### src/rtl/updn_pkg.sv
package updn_pkg;

    // Action a stage takes on the next rising edge
    typedef enum logic [1:0] {
        STEP_HOLD = 2'd0,
        STEP_LOAD = 2'd1,
        STEP_INC  = 2'd2,
        STEP_DEC  = 2'd3
    } step_e;

    // Load wins; either enable high holds; otherwise direction picks
    function automatic step_e pick_step(input logic load_n,
                                        input logic cep_n,
                                        input logic cet_n,
                                        input logic up);
        if (!load_n)
            return STEP_LOAD;
        if (cep_n || cet_n)
            return STEP_HOLD;
        return up ? STEP_INC : STEP_DEC;
    endfunction

endpackage

### src/rtl/updn_term_decode.sv
module updn_term_decode #(
    parameter int W = 4
) (
    input  logic [W-1:0] value,
    input  logic         up,
    input  logic         cet_n,
    output logic         tc_n
);

    logic at_top;
    logic at_bottom;
    logic at_end;

    always_comb begin
        at_top    = &value;
        at_bottom = ~|value;
        at_end    = up ? at_top : at_bottom;
        tc_n      = !(!cet_n && at_end);
    end

endmodule

### src/rtl/updn_stage.sv
module updn_stage
    import updn_pkg::*;
#(
    parameter int W = 4
) (
    input  logic         clk,
    input  logic         rst_n,
    input  logic         load_n,
    input  logic         cep_n,
    input  logic         cet_n,
    input  logic         up,
    input  logic [W-1:0] preset,
    output logic [W-1:0] count,
    output logic         tc_n
);

    typedef struct packed {
        logic [W-1:0] cnt;
    } stage_t;

    stage_t s_d;
    stage_t s_q;
    step_e  step;

    always_comb begin
        s_d  = s_q;
        step = pick_step(load_n, cep_n, cet_n, up);
        unique case (step)
            STEP_LOAD: s_d.cnt = preset;
            STEP_INC:  s_d.cnt = s_q.cnt + 1'b1;
            STEP_DEC:  s_d.cnt = s_q.cnt - 1'b1;
            default:   s_d.cnt = s_q.cnt;
        endcase
    end

    always_ff @(posedge clk or negedge rst_n) begin
        if (!rst_n)
            s_q <= '0;
        else
            s_q <= s_d;
    end

    assign count = s_q.cnt;

    updn_term_decode #(.W(W)) u_term (
        .value (s_q.cnt),
        .up    (up),
        .cet_n (cet_n),
        .tc_n  (tc_n)
    );

endmodule

### src/rtl/updn_cascade.sv
module updn_cascade #(
    parameter int STAGE_W = 4,
    parameter int STAGES  = 2,
    localparam int TOTAL_W = STAGE_W * STAGES
) (
    input  logic               clk,
    input  logic               rst_n,
    input  logic               load_n,
    input  logic [STAGES-1:0]  par_en_n,
    input  logic               trk_en_n,
    input  logic               up,
    input  logic [TOTAL_W-1:0] preset,
    output logic [TOTAL_W-1:0] count,
    output logic               tc_n
);

    // chain_n[i] is the trickle enable of stage i; chain_n[STAGES] is the last flag
    logic [STAGES:0] chain_n;

    assign chain_n[0] = trk_en_n;

    for (genvar g = 0; g < STAGES; g++) begin : g_stage
        updn_stage #(.W(STAGE_W)) u_stage (
            .clk    (clk),
            .rst_n  (rst_n),
            .load_n (load_n),
            .cep_n  (par_en_n[g]),
            .cet_n  (chain_n[g]),
            .up     (up),
            .preset (preset[g*STAGE_W +: STAGE_W]),
            .count  (count[g*STAGE_W +: STAGE_W]),
            .tc_n   (chain_n[g+1])
        );
    end

    assign tc_n = chain_n[STAGES];

endmodule

### config.mk
export PLATFORM = sky130hd
export DESIGN_NAME = updn_cascade
export DESIGN_NICKNAME = d
export VERILOG_FILES = /design/src/rtl/updn_pkg.sv /design/src/rtl/updn_term_decode.sv /design/src/rtl/updn_stage.sv /design/src/rtl/updn_cascade.sv
export SDC_FILE = /design/constraint.sdc
export NUM_CORES = 1
export LEC_CHECK = 0
export ABC_AREA = 1
export BUFFER_PORTS_ARGS = -buffer_cell sky130_fd_sc_hd__buf_4
export CORE_UTILIZATION = 35
export DETAILED_ROUTE_END_ITERATION = 6
export SLEW_MARGIN = 15
export SYNTH_ARGS = -nofsm -noshare
export SYNTH_HDL_FRONTEND = slang
export SYNTH_SLANG_ARGS = --single-unit
### constraint.sdc
create_clock -name clk -period 2.6 [get_ports clk]
set_input_delay 0 -clock clk [delete_from_list [all_inputs] [get_ports clk]]
set_output_delay 0 -clock clk [all_outputs]
set_load 0.05 [all_outputs]
==> results.md <==
Status:
- The run finished with clean final reports.

Clock tree:
- In this run the number of H-tree levels came out at 1.
- Post-CTS timing repair inserted 0 buffers for setup.
- The number of gates resized after CTS was 0.
- The maximum buffer depth of the clock tree is 2.
- The CTS root buffer is clkbuf_4.
- The count of clock tree sinks is 8.
- Buffers inserted during clock tree synthesis total 3.
- For the worst-skew pair, the clock arrives at the later sink with an insertion delay of 260 ps.
- The number of hold buffers added after CTS was 9.
- TritonCTS built the clock tree.
- After clock tree synthesis, the clock-pin slew on the worst setup and hold paths is 60 ps.

Placed design:
- Timing analysis after detailed placement gives a worst setup slack of 567 ps.
- The placed instances occupy a cell area of 885 sq um.
- The detailed-placement wirelength estimate is 1200 um.
- In this run the tool buffered the top-level ports with 23 buffer cells.
- The final weighted congestion of routability-driven global placement is 0.780.

STA:
- The final setup violation count is 0.
- In the finished design, the share of the clock period the worst path needs comes to 77.8%.
- The worst path in the final design needs a cycle of 2020 ps, including I/O delays and setup.
- The number of hold violations in the final report was 0.
- The highest achievable clock rate is 0.494 GHz.
- For the final routed database, the setup TNS stands at 0 ps.
- In the post-route analysis, the smallest setup slack over all paths is 577 ps.
- The worst relative slew slack is 82.4%.
- The max-slew violation total from the final report is 0.
- Across the routed clock network, the largest skew measured is 4.31 ps.
- Setup repair after global routing left no endpoint under its margin.
- At the pin with the least slew margin, the transition time is 264 ps.

Logic synthesis:
- The cell taking the most area after synthesis is dfrtp_1.
- The proportion of netlist area held by the largest area contributor is 28.9%.
- Summing the sequential cell areas from Yosys gives 28.9% of the chip area.
- In the synthesized netlist, the number of instances is 93.
- Counting every net in the synthesized netlist gives 114.
- Yosys attributes the largest share of cell area to dfrtp_1, nand2_1, nand3_1.
- The count of different cell masters after synthesis is 22.
- Yosys printed 0 warnings.
- The synthesized netlist occupies a cell area of 692 sq um.
- The mean cell area of the mapped netlist is 7.44 sq um.
- The total of flip-flops plus latches after synthesis is 8.

Die:
- The placeable core region is 1780 sq um.
- The initial standard-cell utilization of the core is 38.8%.
- The area of the die is 2160 sq um.
- The die is 46.5 um wide.
- The floorplan has 15 rows.
- The floorplan step set the die height to 46.5 um.
- The number of top-level pins is 24.

Route:
- The average vias per placed instance is 4.68.
- Dividing the detail-routed wire length by the instance count gives 10.9 um.
- The initial detailed-routing violation count is 8.
- The via count is 711.
- The count of nets left with antenna violations once routing finished came out at 0.
- The sum of routed wire length over all layers is 1660 um.
- For this run, the detailed router's first-pass iteration total came to 4.
- The DRC violation count after routing is 0.

Job:
- The max-capacitance violation count is 0.

Critical path:
- The worst flop-to-flop path startpoint is g_stage[0].u_stage.count[1].
- The most prevalent standard cell on the critical path is nand2_1.
- The cell type of the slowest stage on the worst timing path is dfrtp_1.
- The worst path arrival time is 2170 ps.
- In this run the worst path has a maximum fanout of 6.
- The cell family contributing the most delay on the critical path is simple AND/OR/NAND/NOR gates.
- The register-to-register setup slack is 580 ps.
- Together, buffers and inverters on the worst path number 1.
- The critical path crosses 14 cells after its start point.
- The required time of the critical path is 2750 ps.
- On the worst path, the slowest cell contributes a delay of 440 ps.
- The setup path with the least slack is of type reg2reg.
- The worst register-to-register path ends at g_stage[1].u_stage.count[3].
- The signal on the critical path passes through nand2_1, nor2_1, nand2_1, nand2_2, nand3_4, nor2_8, nand2_2, inv_1, ha_1, a21oi_1, nand2_1, xor2_1, nand2_1, nand3_1.
- The worst setup path is launched from a flop.
- The count of cells along the worst register-to-register path is 14.
- STA classifies the critical path endpoint as a flop.

Global routing:
- The global-route wire length before repair is 2730 um.
- The number of global-route vias before repair is 666.
- The total congestion overflow is 0.
- The number of antenna violations at the first check in global routing is 0.
- The maximum number of pins on one net before global-route repair is 13.
- The total track usage is 18.4%.

Layout:
- The flip-flop count of the largest register after layout is 8.
- Leaving out fill and tap cells, the most frequent cell in the layout is nand2_1.
- The fraction of final layout cells sized beyond drive strength 1 is 26.8%.
- The final-layout fill cell count is 175.
- The antenna diode instance count is 0.
- The top cell types in the final layout, fill and taps aside, are nand2_1, buf_4, nand3_1, inv_1, dlygate4sd3_1.
- The post-layout utilization of the core is 55.9%.
- The finished cells cover 997 sq um.
- The relative area change from synthesis to final layout is 44.1%.
- The count of nets after finishing is 150.

Hold path:
- The source of the worst hold timing path is load_n.
- The worst hold path belongs to the class in2reg.
- The worst hold path cell count is 3.
- The terminating pin of the worst hold path is g_stage[1].u_stage.count[1].

Pwr:
- Summing internal, switching and leakage power gives 0.442 mW.
- The areal power density over the cells is 443 nW/um^2.
- In this run the static leakage power is 0.534 nW.
- The worst supply voltage drop on vdd is 235 uV.
[metrics by stage]
step | hold WS, ps | instances
global placement | -172 | 140
floorplan | -296 | 93
finish | 30.8 | 152
global route | 48.0 | 152
detailed placement | -173 | 140
CTS | 29.6 | 152
[tightest hold or removal path: cells and delay by family]
kind                   cells  cell delay (ps)
AND/OR/NAND/NOR            2              150
buffers and inverters      1              110
[how the worst max path moves through the flow]
stage	start	end
2_1_floorplan	g_stage[0].u_stage.count[1]	g_stage[1].u_stage.count[3]
3_3_place_gp	g_stage[0].u_stage.count[1]	g_stage[1].u_stage.count[3]
3_5_place_dp	g_stage[0].u_stage.count[1]	g_stage[1].u_stage.count[3]
4_1_cts	g_stage[0].u_stage.count[1]	g_stage[1].u_stage.count[3]
5_1_grt	g_stage[0].u_stage.count[1]	g_stage[1].u_stage.count[3]
6_report	g_stage[0].u_stage.count[1]	g_stage[1].u_stage.count[3]
[cell usage after synthesis]
cell type,number
nand2_1,26
nor2_2,1
o211ai_1,2
a21oi_1,2
inv_2,3
nor4_1,1
nor2_8,1
nor2_1,7
or2_1,1
inv_1,11
xor2_1,1
nand2_2,2
buf_6,1
nand3_4,1
o21bai_1,1
o311ai_1,1
nand3_1,13
dfrtp_1,8
clkinv_1,1
xnor2_1,3
fa_1,2
ha_1,4
[cell families (layout without fill, tap and decap cells)]
| family | after synthesis | in the layout | synth area share, % |
|---|---|---|---|
| compound gates | 6 | 6 | 5.97 |
| xor+xnor | 4 | 4 | 5.06 |
| flops | 8 | 8 | 28.9 |
| simple gates | 53 | 53 | 37.3 |
| buf+inv | 16 | 50 | 9.76 |
| fa+ha+maj | 6 | 6 | 13.0 |
[area by class of cell]
cell class	instances	area, sq um	area share (%)
timing repair buffer	32	263	26.3
clock buffer	3	22.5	2.26
sequential	8	200	20.1
tap	25	31.3	3.14
multi-input combinational	69	424	42.5
inverter	15	56.3	5.65
[power breakdown]
group	leakage (nW)	switching (mW)	total, mW	internal (mW)
registers	0.0973	0.0189	0.157	0.138
logic	0.423	0.109	0.181	0.0721
clock network	0.0138	0.0504	0.104	0.0534
[routing by layer]
| metal | GRT usage, % | routed length [um] | vias to the layer above |
|---|---|---|---|
| li1 | - | - | 369 |
| met1 | 23.3 | 748 | 321 |
| met2 | 30.3 | 825 | 17 |
| met3 | 1.18 | 47 | 4 |
| met4 | 10.6 | 34 | 0 |
| met5 | 0 | 0 | - |
(Power assumes the default switching activity.)
